$ cat src/rtl/cu_pkg.sv
package cu_pkg;
  localparam int OP_W      = 2;
  localparam int NUM_OPS   = 1 << OP_W;

  // one-hot index positions; the opcode index equals its encoding
  localparam int IX_LOAD  = 0;
  localparam int IX_ADD   = 1;
  localparam int IX_JUMP  = 2;
  localparam int IX_STORE = 3;

  localparam int IX_T1 = 0;
  localparam int IX_T2 = 1;
  localparam int IX_T3 = 2;
  localparam int IX_T4 = 3;

  typedef enum logic [OP_W-1:0] {
    OPC_LOAD  = 2'b00,
    OPC_ADD   = 2'b01,
    OPC_JUMP  = 2'b10,
    OPC_STORE = 2'b11
  } opc_e;

  typedef struct packed {
    logic mar_from_pc;
    logic mem_rd;
    logic mbr_from_mem;
    logic alu_sel_pc;
    logic alu_add;
    logic alu_cin;
    logic pc_from_alu;
    logic ir_from_mbr;
    logic mar_from_ir;
    logic mbr_from_ac;
    logic mem_wr;
    logic mbr_drive_mem;
    logic alu_sel_mbr;
    logic alu_buf_ld;
    logic ac_from_alu;
    logic ac_from_mbr;
    logic pc_from_ir;
  } ctrl_t;
endpackage

$ cat src/rtl/cu_step_timer.sv
module cu_step_timer #(
  parameter int NUM_STEPS = 4
) (
  input  logic                 clk,
  input  logic                 rst_n,
  input  logic                 clr,
  output logic [NUM_STEPS-1:0] step_oh
);
  localparam int CNT_W = $clog2(NUM_STEPS);
  localparam logic [CNT_W-1:0] LAST = CNT_W'(NUM_STEPS - 1);

  logic [CNT_W-1:0] cnt;

  always_ff @(posedge clk or negedge rst_n) begin
    if (!rst_n)           cnt <= '0;
    else if (clr)         cnt <= '0;
    else if (cnt == LAST) cnt <= '0;
    else                  cnt <= cnt + 1'b1;
  end

  for (genvar g = 0; g < NUM_STEPS; g++) begin : g_dec
    assign step_oh[g] = (cnt == CNT_W'(g));
  end

  // exactly one step signal active
  p_step_onehot_r2: assert property (@(posedge clk) disable iff (!rst_n)
    $countones(step_oh) == 1);
endmodule

$ cat src/rtl/cu_op_decode.sv
module cu_op_decode #(
  parameter int OP_W = 2
) (
  input  logic [OP_W-1:0]      opcode,
  output logic [(1<<OP_W)-1:0] op_oh
);
  for (genvar g = 0; g < (1 << OP_W); g++) begin : g_dec
    assign op_oh[g] = (opcode == OP_W'(g));
  end
endmodule

$ cat src/rtl/cu_phase_reg.sv
module cu_phase_reg (
  input  logic clk,
  input  logic rst_n,
  input  logic fetch_last,
  input  logic exec_last,
  output logic fetch
);
  logic fetch_nx;

  // stay in fetch until its last step; return when execute ends
  always_comb fetch_nx = fetch ? !fetch_last : exec_last;

  always_ff @(posedge clk or negedge rst_n) begin
    if (!rst_n) fetch <= 1'b1;
    else        fetch <= fetch_nx;
  end

  // fetch's final step hands over to execute
  p_fetch_to_exec_r2: assert property (@(posedge clk) disable iff (!rst_n)
    fetch && fetch_last |=> !fetch);
endmodule

$ cat src/rtl/cu_enable_decode.sv
module cu_enable_decode
  import cu_pkg::*;
#(
  parameter int NUM_STEPS = 4
) (
  input  logic                 fetch,
  input  logic [NUM_STEPS-1:0] step_oh,
  input  logic [NUM_OPS-1:0]   op_oh,
  output ctrl_t                ctrl,
  output logic                 fetch_last,
  output logic                 exec_last,
  output logic                 clr_step
);
  logic ex, t1, t2, t3, t4, l, a, j, s;
  logic early_end;

  always_comb begin
    ex = !fetch;
    t1 = step_oh[IX_T1];
    t2 = step_oh[IX_T2];
    t3 = step_oh[IX_T3];
    t4 = step_oh[IX_T4];
    l  = op_oh[IX_LOAD];
    a  = op_oh[IX_ADD];
    j  = op_oh[IX_JUMP];
    s  = op_oh[IX_STORE];
  end

  always_comb begin
    fetch_last = fetch & t3;
    early_end  = ex & ((t1 & j) | (t2 & s) | (t3 & l));
    exec_last  = early_end | (ex & t4 & a);
  end

  // add ends on the last counter state only when the counter is four deep
  if (NUM_STEPS == 4) begin : g_wrap
    assign clr_step = fetch_last | early_end;
  end else begin : g_noclr
    assign clr_step = fetch_last | exec_last;
  end

  always_comb begin
    ctrl               = '0;
    ctrl.mar_from_pc   = fetch & t1;
    ctrl.mem_rd        = (fetch & t2) | (ex & t2 & (l | a));
    ctrl.mbr_from_mem  = (fetch & t2) | (ex & t2 & (l | a));
    ctrl.alu_sel_pc    = fetch & t2;
    ctrl.alu_add       = (fetch & t2) | (ex & t3 & a);
    ctrl.alu_cin       = fetch & t2;
    ctrl.pc_from_alu   = fetch & t3;
    ctrl.ir_from_mbr   = fetch & t3;
    ctrl.mar_from_ir   = ex & t1 & (l | a | s);
    ctrl.mbr_from_ac   = ex & t1 & s;
    ctrl.mem_wr        = ex & t2 & s;
    ctrl.mbr_drive_mem = ex & t2 & s;
    ctrl.alu_sel_mbr   = ex & t3 & a;
    ctrl.alu_buf_ld    = ex & t3 & a;
    ctrl.ac_from_alu   = ex & t4 & a;
    ctrl.ac_from_mbr   = ex & t3 & l;
    ctrl.pc_from_ir    = ex & t1 & j;
  end
endmodule

$ cat src/rtl/cu_hardwired.sv
module cu_hardwired
  import cu_pkg::*;
#(
  parameter int NUM_STEPS = 4
) (
  input  logic       clk,
  input  logic       rst_n,
  input  logic [1:0] ir_op,
  output logic       mar_from_pc,
  output logic       mem_rd,
  output logic       mbr_from_mem,
  output logic       alu_sel_pc,
  output logic       alu_add,
  output logic       alu_cin,
  output logic       pc_from_alu,
  output logic       ir_from_mbr,
  output logic       mar_from_ir,
  output logic       mbr_from_ac,
  output logic       mem_wr,
  output logic       mbr_drive_mem,
  output logic       alu_sel_mbr,
  output logic       alu_buf_ld,
  output logic       ac_from_alu,
  output logic       ac_from_mbr,
  output logic       pc_from_ir
);
  logic [NUM_STEPS-1:0] step_oh;
  logic [NUM_OPS-1:0]   op_oh;
  logic                 fetch, fetch_last, exec_last, clr_step;
  ctrl_t                ctrl;

  cu_step_timer #(.NUM_STEPS(NUM_STEPS)) u_timer (
    .clk(clk), .rst_n(rst_n), .clr(clr_step), .step_oh(step_oh));

  cu_op_decode #(.OP_W(OP_W)) u_opdec (.opcode(ir_op), .op_oh(op_oh));

  cu_phase_reg u_phase (
    .clk(clk), .rst_n(rst_n), .fetch_last(fetch_last),
    .exec_last(exec_last), .fetch(fetch));

  cu_enable_decode #(.NUM_STEPS(NUM_STEPS)) u_endec (
    .fetch(fetch), .step_oh(step_oh), .op_oh(op_oh), .ctrl(ctrl),
    .fetch_last(fetch_last), .exec_last(exec_last), .clr_step(clr_step));

  always_comb begin
    mar_from_pc   = ctrl.mar_from_pc;
    mem_rd        = ctrl.mem_rd;
    mbr_from_mem  = ctrl.mbr_from_mem;
    alu_sel_pc    = ctrl.alu_sel_pc;
    alu_add       = ctrl.alu_add;
    alu_cin       = ctrl.alu_cin;
    pc_from_alu   = ctrl.pc_from_alu;
    ir_from_mbr   = ctrl.ir_from_mbr;
    mar_from_ir   = ctrl.mar_from_ir;
    mbr_from_ac   = ctrl.mbr_from_ac;
    mem_wr        = ctrl.mem_wr;
    mbr_drive_mem = ctrl.mbr_drive_mem;
    alu_sel_mbr   = ctrl.alu_sel_mbr;
    alu_buf_ld    = ctrl.alu_buf_ld;
    ac_from_alu   = ctrl.ac_from_alu;
    ac_from_mbr   = ctrl.ac_from_mbr;
    pc_from_ir    = ctrl.pc_from_ir;
  end

  // read and write strobes never overlap
  p_rw_excl_r9: assert property (@(posedge clk) disable iff (!rst_n)
    !(mem_rd && mem_wr));
  // no execute-only enable while fetching
  p_no_stale_r8: assert property (@(posedge clk) disable iff (!rst_n)
    fetch |-> !(alu_buf_ld || ac_from_alu || mem_wr || pc_from_ir || ac_from_mbr));
  // jump returns to fetch step 1 after one cycle
  p_jump_end_r7: assert property (@(posedge clk) disable iff (!rst_n)
    pc_from_ir |=> fetch && step_oh[IX_T1]);
  // store returns to fetch after its write step
  p_store_end_r6: assert property (@(posedge clk) disable iff (!rst_n)
    mem_wr |=> fetch && step_oh[IX_T1]);
  // add wraps into fetch step 1
  p_add_wrap_r5: assert property (@(posedge clk) disable iff (!rst_n)
    ac_from_alu |=> fetch && step_oh[IX_T1]);
  // load returns to fetch after the accumulator load
  p_load_end_r4: assert property (@(posedge clk) disable iff (!rst_n)
    ac_from_mbr |=> fetch && step_oh[IX_T1]);
endmodule

$ cat config.mk
export PLATFORM = sky130hd
export DESIGN_NAME = cu_hardwired
export DESIGN_NICKNAME = d
export VERILOG_FILES = /design/src/rtl/cu_pkg.sv /design/src/rtl/cu_step_timer.sv /design/src/rtl/cu_op_decode.sv /design/src/rtl/cu_phase_reg.sv /design/src/rtl/cu_enable_decode.sv /design/src/rtl/cu_hardwired.sv
export SDC_FILE = /design/constraint.sdc
export NUM_CORES = 1
export LEC_CHECK = 0
export BUFFER_PORTS_ARGS = -buffer_cell sky130_fd_sc_hd__buf_2
export CORE_AREA = 2 2 39 41
export CTS_CLUSTER_SIZE = 16
export DETAILED_ROUTE_END_ITERATION = 16
export DIE_AREA = 0 0 41 43
export HOLD_SLACK_MARGIN = 0.06
export PLACE_DENSITY = 0.57
export SLEW_MARGIN = 30
export SYNTH_ARGS = -nofsm -noshare
export SYNTH_HDL_FRONTEND = slang
export SYNTH_HIERARCHICAL = 1
export SYNTH_SLANG_ARGS = --single-unit
$ cat constraint.sdc
create_clock -name clk -period 2 [get_ports clk]
set_clock_uncertainty 0.2 [all_clocks]
set_input_delay 0.3 -clock clk [delete_from_list [all_inputs] [get_ports clk]]
set_output_delay 0.3 -clock clk [all_outputs]
set_load 0.02 [all_outputs]
Word level (Yosys, flattened, before mapping)
Cells that the tools add are included.
{"block": "classes", "bitwise": 27, "n_mux": 3, "n_addsub": 1, "eq_ne": 6, "reduce_logical": 4}
{"operator": "$and A1 B1 Y1", "count": 19}
{"operator": "$eq A2 B2 Y1 const B", "count": 4}
{"operator": "$or A1 B1 Y1", "count": 8}
{"operator": "$eq A2 B1 Y1 const B", "count": 2}
{"operator": "$logic_not A2 Y1", "count": 2}
{"operator": "$mux W2", "count": 2}
{"operator": "$add A2 B1 Y2 const B", "count": 1}
{"operator": "$logic_not A1 Y1", "count": 2}
{"operator": "$mux W1", "count": 1}
{"block": "totals", "input_bits": 4, "reg_bits": 3, "elab_cells": 43, "out_inout_bits": 17}

Logic depth before layout (Yosys ltp)
Gate-level depths: netlist (run 1).
{"block": "depth", "ltp_word": 7, "mapped_depth": 6, "mapped_depth_nobuf": 6}

Cells and area by module
The synthesis (run 1) kept the hierarchy.
{"module": "cu_enable_decode", "instances": 1, "cells_per_inst": 27, "area_each_um2": 177.7, "seq_area_each_um2": 0.0}
{"module": "cu_step_timer", "instances": 1, "cells_per_inst": 10, "area_each_um2": 123.9, "seq_area_each_um2": 50.0}
{"module": "cu_phase_reg", "instances": 1, "cells_per_inst": 3, "area_each_um2": 40.0, "seq_area_each_um2": 26.3}
{"module": "cu_op_decode", "instances": 1, "cells_per_inst": 4, "area_each_um2": 26.3, "seq_area_each_um2": 0.0}

Worst setup path after synthesis (run 1)
No wires, ideal clock.
{"block": "synth_timing", "path_type": "reg2out", "startpoint": "register u_timer.cnt[0]", "endpoint": "output port alu_add", "path_buffers": 0, "arrival_time_ps": 1219, "path_stages_with_launch": 5, "path_slack_ps": 281, "t_required_ps": 1500, "path_cell_list": "dfrtp_1 inv_1 ha_1 and3b_1 or2_1"}
{"block": "synth_via", "elab_chain_len": 4, "word_cells_on_any_way": 6, "classes_between": "eq/ne: 2; bitwise: 4"}
{"element": "start, declared", "line": "cu_step_timer.sv:12", "text": "logic [CNT_W-1:0] cnt;"}
{"element": "start signal, assigned", "line": "cu_step_timer.sv:18", "text": "else cnt <= cnt + 1'b1;"}
{"element": "$eq A2 B2 Y1", "line": "cu_step_timer.sv:22", "text": "assign step_oh[g] = (cnt == CNT_W'(g));"}
{"element": "via step_oh[2]", "line": "cu_hardwired.sv:27", "text": "logic [NUM_STEPS-1:0] step_oh;"}
{"element": "$and A1 B1 Y1 (2 in a row)"}
{"element": "via alu_buf_ld", "line": "cu_hardwired.sv:22", "text": "output logic alu_buf_ld,"}
{"element": "$or A1 B1 Y1", "line": "cu_enable_decode.sv:48", "text": "ctrl.alu_add = (fetch & t2) | (ex & t3 & a);"}
{"element": "end, declared", "line": "cu_hardwired.sv:13", "text": "output logic alu_add,"}
The timed path passes the listed nets, and every way through them passes these cells.

Worst setup path in the final report (run 1)
{"block": "layout_timing", "startpoint": "register u_phase.fetch", "endpoint": "output port alu_add"}
{"block": "layout_via", "elab_chain_len": 4, "word_cells_on_any_way": 5, "classes_between": "bitwise: 4; reduce/logical: 1"}
{"element": "start, declared", "line": "cu_phase_reg.sv:6", "text": "output logic fetch"}
{"element": "start signal, assigned", "line": "cu_phase_reg.sv:15", "text": "else fetch <= fetch_nx;"}
{"element": "$logic_not A1 Y1", "line": "cu_enable_decode.sv:18", "text": "ex = !fetch;"}
{"element": "$and A1 B1 Y1 (2 in a row)", "line": "cu_enable_decode.sv:48"}
{"element": "$or A1 B1 Y1 (*)", "line": "cu_enable_decode.sv:48"}
Every way passes the cells marked *; elsewhere a longest branch is shown, timed or not.

==> flow_metrics.env, run 1 <==
export IMPL_status="finished, final reports clean"
export IMPL_place_ws_ns=0.247
export IMPL_yosysTopAreaCell="dfrtp_1"
export IMPL_start_kind="flip-flop"
export IMPL_drt_iter0_drc=0
export IMPL_diodes=0
export IMPL_arrival_ns=1.40
export IMPL_cts_max_level=1
export IMPL_vias_per_cell=4.16
export IMPL_crit_chain="and3b_1, or2_1, buf_2"
export IMPL_power_leakage_nw=0.302
export IMPL_initial_utilization_pct=26.6
export IMPL_yosys_top_cells_count="buf_4, inv_1, ha_1"
export IMPL_hold_viol_final=0
export IMPL_cts_root_buf="clkbuf_4"
export IMPL_final_antenna_net_count=0
export IMPL_synth_seq_area_share_pct=20.7
export IMPL_synth_cell_types=23
export IMPL_vias=337
export IMPL_p_comb_share_pct=66.5
export IMPL_tns_ns=0
export IMPL_grtUsageMet2_pct=16.9
export IMPL_worst_path_max_fanout=12
export IMPL_synth_fp_nets=52
export IMPL_crit_path_end_kind="primary output"
export IMPL_yosysMostFrequentCell="buf_4"
export IMPL_relSlewSlack_pct=79.5
export IMPL_seqPwrFrac_pct=19.5
export IMPL_avgRoutedWirePerCell_um=9.67
export IMPL_overflow=0
export IMPL_die_area_um2=1760
export IMPL_maxSlewViolCount=0
export IMPL_yosys_warnings=6
export IMPL_synthCells=44
export IMPL_net_switching_power_uw=354
export IMPL_drt_wl_total_um=783
export IMPL_cp_slowest_cell="dfstp_2"
export IMPL_io_pins=21
export IMPL_worstPathRequired_ns=1.50
export IMPL_worst_pin_slew_ns=0.304
export IMPL_fin_crit_sh_pct=95.2
export IMPL_firstDrtPassIters=1
export IMPL_rows=14
export IMPL_grt_pass1_wl_um=1170
export IMPL_die_width_um=41
export IMPL_cts_made_buffers=3
export IMPL_grt_util_met3_pct=1.57
export IMPL_rsz0062_at_grt="false"
export IMPL_p_clk_share_pct=13.9
export IMPL_switching_share_pct=47.1
export IMPL_synth_top_area_share_pct=13.6
export IMPL_slowest_delay_ns=0.61
export IMPL_cts_reportedPaths_clkPinSlew_ns=0.04
export IMPL_synth_edf_count=0
export IMPL_antenna_found_initial=0
export IMPL_hp_class="in -> async"
export IMPL_synth_area_top_cells="dfrtp_1, ha_1, buf_4"
export IMPL_vdd_drop_max_mv=0.546
export IMPL_die_y_um=43
export IMPL_hpwl_um=622
export IMPL_clock_path_buffers=2
export IMPL_drv_cap=0
export IMPL_areaGrowthSynthToFinish_pct=36.4
export IMPL_grt_pass1_vias=299
export IMPL_synthFlopType="dfrtp_1"
export IMPL_final_layout_size_suffix_gt1_share_pct=50.8
export IMPL_power_uw=751
export IMPL_synth_seq_cells=3
export IMPL_period_needed_ns=1.90
export IMPL_gp_congestion=0.621
export IMPL_cts_tree="yes"
export IMPL_cts_sinks=3
export IMPL_critical_path_class="reg -> out"
export IMPL_hold_worst_slack_ns=0.200
export IMPL_port_buffers=20
export IMPL_rr_worst_depth=5
export IMPL_setup_viol=0
export IMPL_use_met1_pct=10.0
export IMPL_grtUsageTotal_pct=10.1
export IMPL_p_int_uw=397
export IMPL_finalWorstSetupSlack_ns=0.0966
export IMPL_fill_cells=160
export IMPL_worstSkewPairLatency_ns=0.23
export IMPL_nNetsFinal=74
export IMPL_core_um2=1380
export IMPL_avgSynthCellArea_um2=8.36
export IMPL_grt_max_degree=16
export IMPL_drc_errors=0
export IMPL_power_density_nw_per_um2=1500
export IMPL_mappedNetlistArea_um2=368
export IMPL_grt_busiest_layer="met2"
export IMPL_synthArstFlopShare_pct=100
export IMPL_fmax_mhz=525
==> cell type report <==
class | instances | area [µm²] | area share, %
Tap cell | 16 | 20.0 | 3.99
Multi-Input combinational cell | 29 | 228 | 45.4
Sequential cell | 3 | 76.3 | 15.2
Inverter | 5 | 18.8 | 3.74
Timing Repair Buffer | 24 | 133 | 26.4
Clock buffer | 4 | 26.3 | 5.24
==> cells in the final DEF, fill, tap and decap left out, drive strengths merged <==
master        n
nor2          2
o31a          1
nand2         1
nand3b        2
dfrtp         2
nor3          2
o211ai        1
clkbuf        4
dlygate4sd3   1
or2           1
and2b         1
ha            4
inv           5
nor2b         2
a22oi         1
nor3b         1
mux2i         1
and2          4
o21ai         2
and3b         3
dfstp         1
buf          23
==> kinds of logic after synthesis <==
group	after synthesis	synth area share, %
AO/OA/AOI/OAI	5	9.19
adder cells (fa/ha/maj)	4	13.6
multiplexers	1	2.72
AND/OR/NAND/NOR	19	35.0
flip-flops	3	20.8
buffers and inverters	12	18.7
==> power by group through the flow <==
stage | Sequential [mW] | Clock [mW] | Combinational, mW
final | 0.147 | 0.105 | 0.500
after global routing | 0.153 | 0.118 | 0.558
after CTS | 0.153 | 0.112 | 0.461
after detailed placement | 0.159 | 0 | 0.439
after global placement | 0.157 | 0 | 0.434
after floorplan | 0.130 | 0 | 0.386
==> per-layer routing <==
| metal | vias up | wire length (µm) |
|---|---|---|
| li1 | 179 | - |
| met1 | 143 | 317 |
| met2 | 15 | 401 |
| met3 | 0 | 65 |
| met4 | 0 | 0 |
| met5 | - | 0 |
==> metrics by stage <==
step / instances / utilization [%] / cell area, µm²
2_1_floorplan: 44 / - / 368
3_3_place_gp: 73 / 31.6 / 438
3_5_place_dp: 73 / 31.6 / 438
4_1_cts: 79 / 34.8 / 482
5_1_grt: 81 / 36.3 / 502
6_report: 81 / 36.3 / 502
==> critical path: cells and delay by family (launching register included) <==
family	cells	cell delay [ns]
flops	1	0.61
simple gates	2	0.41
buf+inv	1	0.15
==> sequential cells by signal, summed over array words and instances (netlist names) <==
name,cells
u_phase/fetch,1
u_timer/cnt,2
==> worst paths after layout <==
path | end | slack [ns] | start
min | u_timer/cnt[0] | 0.20 | rst_n
max in group asynchronous | u_phase/fetch | 1.21 | rst_n
max | alu_add | 0.1 | u_phase/fetch
min in group clk | u_timer/cnt[0] | 0.36 | u_timer/cnt[0]
min reg2reg | u_timer/cnt[0] | 0.36 | u_timer/cnt[0]
max reg2reg | u_timer/cnt[0] | 0.44 | u_timer/cnt[0]
==> what timing repair did <==
item                       4_1_cts  5_1_grt
setup endpoints to repair        1        1
gates resized for setup          0        3
hold buffers                     1        0
buffers inserted                 1        2
hold endpoints to repair         3        0
No activity file was read; power rests on OpenSTA's default activity.
==> run 2: changes to the inputs <==
clock period = 2.18 ns   (was 2 ns; I/O delays follow)
==> run 2 against run 1 <==
Against the previous run:
- via count fell by 1.2%
- core utilization down 2.0 points
- routed wire length is 3.6% lower
- die area is the same
- critical path type unchanged
- critical endpoint unchanged
- largest cell class unchanged
==> flow_metrics.env, run 2 (synthesis gave the netlist of run 1 again) <==
export IMPL_status="finished, final reports clean"
export IMPL_worstPathRequired_ns=1.65
export IMPL_final_layout_size_suffix_gt1_share_pct=43.5
export IMPL_grt_pass1_wl_um=1180
export IMPL_power_density_nw_per_um2=1350
export IMPL_final_cell_mix="buf_2, inv_1, ha_1"
export IMPL_core_um2=1380
export IMPL_place_ws_ns=0.400
export IMPL_die_width_um=41
export IMPL_io_pins=21
export IMPL_port_buffers=20
export IMPL_cts_tree="yes"
export IMPL_arrival_ns=1.49
export IMPL_fin_crit_sh_pct=92.5
export IMPL_grt_pass1_vias=293
export IMPL_worst_path_max_fanout=4
export IMPL_critical_path_class="reg -> out"
export IMPL_start_kind="flip-flop"
export IMPL_holdBufCountCts=1
export IMPL_avgRoutedWirePerCell_um=9.68
export IMPL_grtUsageTotal_pct=10.1
export IMPL_finalWorstSetupSlack_ns=0.164
export IMPL_cts_root_buf="clkbuf_4"
export IMPL_firstDrtPassIters=1
export IMPL_drt_iter0_drc=0
export IMPL_overflow=0
export IMPL_vdd_drop_max_mv=0.465
export IMPL_areaGrowthSynthToFinish_pct=28.9
export IMPL_crit_path_end_kind="primary output"
export IMPL_hp_class="in -> async"
export IMPL_relSlewSlack_pct=79.6
export IMPL_vias=333
export IMPL_worstSkewPairLatency_ns=0.23
export IMPL_rsz0062_at_grt="false"
export IMPL_cts_made_buffers=3
export IMPL_drc_errors=0
export IMPL_final_antenna_net_count=0
export IMPL_clock_path_buffers=2
export IMPL_gp_congestion=0.621
export IMPL_worst_pin_slew_ns=0.302
export IMPL_regMostFlops="u_timer/cnt"
export IMPL_hold_viol_final=0
export IMPL_grt_max_degree=16
export IMPL_diodes=0
export IMPL_fmax_mhz=496
export IMPL_vias_per_cell=4.27
export IMPL_maxSlewViolCount=0
export IMPL_cts_max_level=1
export IMPL_hpwl_um=622
export IMPL_reg_top3="u_timer/cnt x2, u_phase/fetch x1"
export IMPL_rows=14
export IMPL_tns_ns=0
export IMPL_mostFrequentLayoutCell="buf_2"
export IMPL_cts_reportedPaths_clkPinSlew_ns=0.04
export IMPL_postCtsSetupBuffers=0
export IMPL_period_needed_ns=2.02
export IMPL_die_y_um=43
export IMPL_drv_cap=0
export IMPL_drt_wl_total_um=755
export IMPL_nNetsFinal=71
export IMPL_die_area_um2=1760
export IMPL_power_leakage_nw=0.292
export IMPL_cts_resized=0
export IMPL_initial_utilization_pct=26.6
export IMPL_largest_register_ff_count=2
export IMPL_cts_sinks=3
export IMPL_antenna_found_initial=0
export IMPL_setup_viol=0
-- run 2: worst paths after layout --
check / startpoint / depth (start not counted) / slack [ns] / endpoint
setup / recovery: u_timer/cnt[0] / 5 / 0.16 / alu_add
hold / removal: rst_n / 2 / 0.23 / u_timer/cnt[0]
setup reg to reg: u_timer/cnt[0] / 5 / 0.57 / u_timer/cnt[0]
hold reg to reg: u_timer/cnt[0] / 1 / 0.29 / u_timer/cnt[0]
max in group asynchronous: rst_n / 2 / 1.36 / u_phase/fetch
min in group clk: u_timer/cnt[0] / 1 / 0.29 / u_timer/cnt[0]
-- run 2: power breakdown --
part | internal [mW] | switching, mW
clock network | 0.0685 | 0.0274
logic | 0.164 | 0.235
registers | 0.0945 | 0.0509
-- run 2: stage by stage --
stage	cell area (µm²)	cells	utilization, %	power [mW]	hold WS, ns
detailed placement	438	73	31.6	0.549	-0.0744
global placement	438	73	31.6	0.542	-0.0768
CTS	474	78	34.3	0.654	0.212
floorplan	368	44	-	0.474	-0.169
global route	474	78	34.3	0.712	0.235
finish	474	78	34.3	0.640	0.226
-- run 2: final cells by class --
type | count | area, µm²
Tap cell | 16 | 20.0
Timing Repair Buffer | 21 | 110
Sequential cell | 3 | 76.3
Fill cell | 161 | 910
Multi-Input combinational cell | 29 | 223
Clock buffer | 4 | 26.3
Inverter | 5 | 18.8
-- run 2: worst max-delay path, stage by stage (launching register included) --
cell and delay [ns]:
dfrtp_1 0.40, inv_1 0.08, ha_1 0.24, and3b_1 0.19, or2_1 0.20, buf_2 0.15
-- run 2: layer usage --
layer | track usage, % | share of wire (%) | up-vias
met4 | 8.00 | 0 | 0
met3 | 1.57 | 8.6 | 0
li1 | - | - | 174
met1 | 10.3 | 41 | 144
met2 | 16.6 | 50 | 15
met5 | 0 | 0 | -
==> run 3: changes to the inputs <==
CAP_MARGIN = 0   (was not set)
RECOVER_POWER = 50   (was not set)
==> run 3 against run 2 <==
Against the previous run:
- sequential power barely moved
- sequential share of layout area rose by 0.22 points
- non-clock buffer count did not move
- die area did not move
- largest power group unchanged
==> flow_metrics.env, run 3 (synthesis gave the netlist of run 1 again) <==
export IMPL_diodes=0
export IMPL_worstSkewPairLatency_ns=0.23
export IMPL_worst_path_max_fanout=4
export IMPL_setup_viol=0
export IMPL_tns_ns=0
export IMPL_power_leakage_nw=0.273
export IMPL_final_cell_mix="buf_2, clkbuf_1, inv_1"
export IMPL_worst_pin_slew_ns=0.302
export IMPL_antenna_found_initial=0
export IMPL_arrival_ns=1.49
export IMPL_regMostFlops="u_timer/cnt"
export IMPL_cts_sinks=3
export IMPL_cts_root_buf="clkbuf_4"
export IMPL_avgRoutedWirePerCell_um=9.79
export IMPL_power_density_nw_per_um2=1350
export IMPL_gp_congestion=0.621
export IMPL_maxSlewViolCount=0
export IMPL_cts_max_level=1
export IMPL_areaGrowthSynthToFinish_pct=27.2
export IMPL_cts_reportedPaths_clkPinSlew_ns=0.04
export IMPL_drt_wl_total_um=764
export IMPL_final_layout_size_suffix_gt1_share_pct=35.5
export IMPL_cts_made_buffers=3
export IMPL_io_pins=21
export IMPL_firstDrtPassIters=1
export IMPL_relSlewSlack_pct=79.6
export IMPL_core_um2=1380
export IMPL_drv_cap=0
export IMPL_nNetsFinal=71
export IMPL_die_area_um2=1760
export IMPL_vdd_drop_max_mv=0.464
export IMPL_crit_path_end_kind="primary output"
export IMPL_largest_register_ff_count=2
export IMPL_port_buffers=20
export IMPL_hp_class="in -> async"
export IMPL_die_y_um=43
export IMPL_cts_resized=0
export IMPL_vias_per_cell=4.27
export IMPL_fin_crit_sh_pct=92.5
export IMPL_final_antenna_net_count=0
export IMPL_critical_path_class="reg -> out"
export IMPL_rows=14
export IMPL_regToRegSetupSlack_ns=0.57
export IMPL_rsz0062_at_grt="false"
export IMPL_die_width_um=41
export IMPL_worstPathRequired_ns=1.65
export IMPL_grtUsageTotal_pct=10.1
export IMPL_mostFrequentLayoutCell="buf_2"
export IMPL_grt_max_degree=16
export IMPL_grt_pass1_vias=293
export IMPL_reg_top3="u_timer/cnt x2, u_phase/fetch x1"
export IMPL_hpwl_um=622
export IMPL_overflow=0
export IMPL_drt_iter0_drc=0
export IMPL_vias=333
export IMPL_hold_worst_slack_ns=0.238
export IMPL_clock_path_buffers=2
export IMPL_fmax_mhz=496
export IMPL_hold_viol_final=0
export IMPL_initial_utilization_pct=26.6
export IMPL_status="finished, final reports clean"
export IMPL_grt_pass1_wl_um=1180
export IMPL_cts_tree="yes"
export IMPL_start_kind="flip-flop"
export IMPL_period_needed_ns=2.02
export IMPL_drc_errors=0
## run 3: power by group
part,internal (mW),switching (mW),total [mW]
clock,0.0685,0.0274,0.0959
combinational,0.154,0.237,0.391
sequential,0.0945,0.0509,0.145
total,0.317,0.315,0.632
## run 3: final cells by class
class / instances / area, µm²
clock buffers: 4 / 26.3
fillers: 165 / 916
inverters: 5 / 18.8
multi-input cells: 29 / 223
flip-flops and latches: 3 / 76.3
well taps: 16 / 20.0
repair buffers: 21 / 104
## run 3: through the flow
| step | setup WS (ns) | area, µm² | utilization (%) | total power, mW | std cells |
|---|---|---|---|---|---|
| floorplan | 0.434 | 368 | - | 0.474 | 44 |
| global placement | 0.448 | 438 | 31.6 | 0.542 | 73 |
| detailed placement | 0.400 | 438 | 31.6 | 0.549 | 73 |
| CTS | 0.145 | 474 | 34.3 | 0.654 | 78 |
| global route | 0.0555 | 468 | 33.8 | 0.704 | 78 |
| finish | 0.163 | 468 | 33.8 | 0.632 | 78 |
## run 3: routing by layer
layer  part of all wire (%)  track usage [%]  vias up
li1                       -                -      174
met1                     42             10.3      144
met3                    8.9             1.57        0
met2                     49             16.6       15
met4                      0             8.00        0
met5                      0                0        -
## run 3: final timing paths
check / endpoint / depth (start not counted) / from
worst min-delay path: u_timer/cnt[0] / 2 / rst_n
min in group clk: u_timer/cnt[0] / 1 / u_timer/cnt[0]
max in group asynchronous: u_phase/fetch / 2 / rst_n
worst max register to register: u_timer/cnt[0] / 5 / u_timer/cnt[0]
worst max-delay path: alu_add / 5 / u_timer/cnt[0]
worst min register to register: u_timer/cnt[0] / 1 / u_timer/cnt[0]
## run 3: worst max-delay path: stages (launching register included)
cell and delay [ns]:
dfrtp_1 0.40, inv_1 0.08, ha_1 0.24, and3b_1 0.19, or2_1 0.20, buf_2 0.15
## run 3: timing repair
action                    4_1_cts  5_1_grt
buffers inserted                0        0
hold buffers                    1        0
hold endpoints to repair        3        0
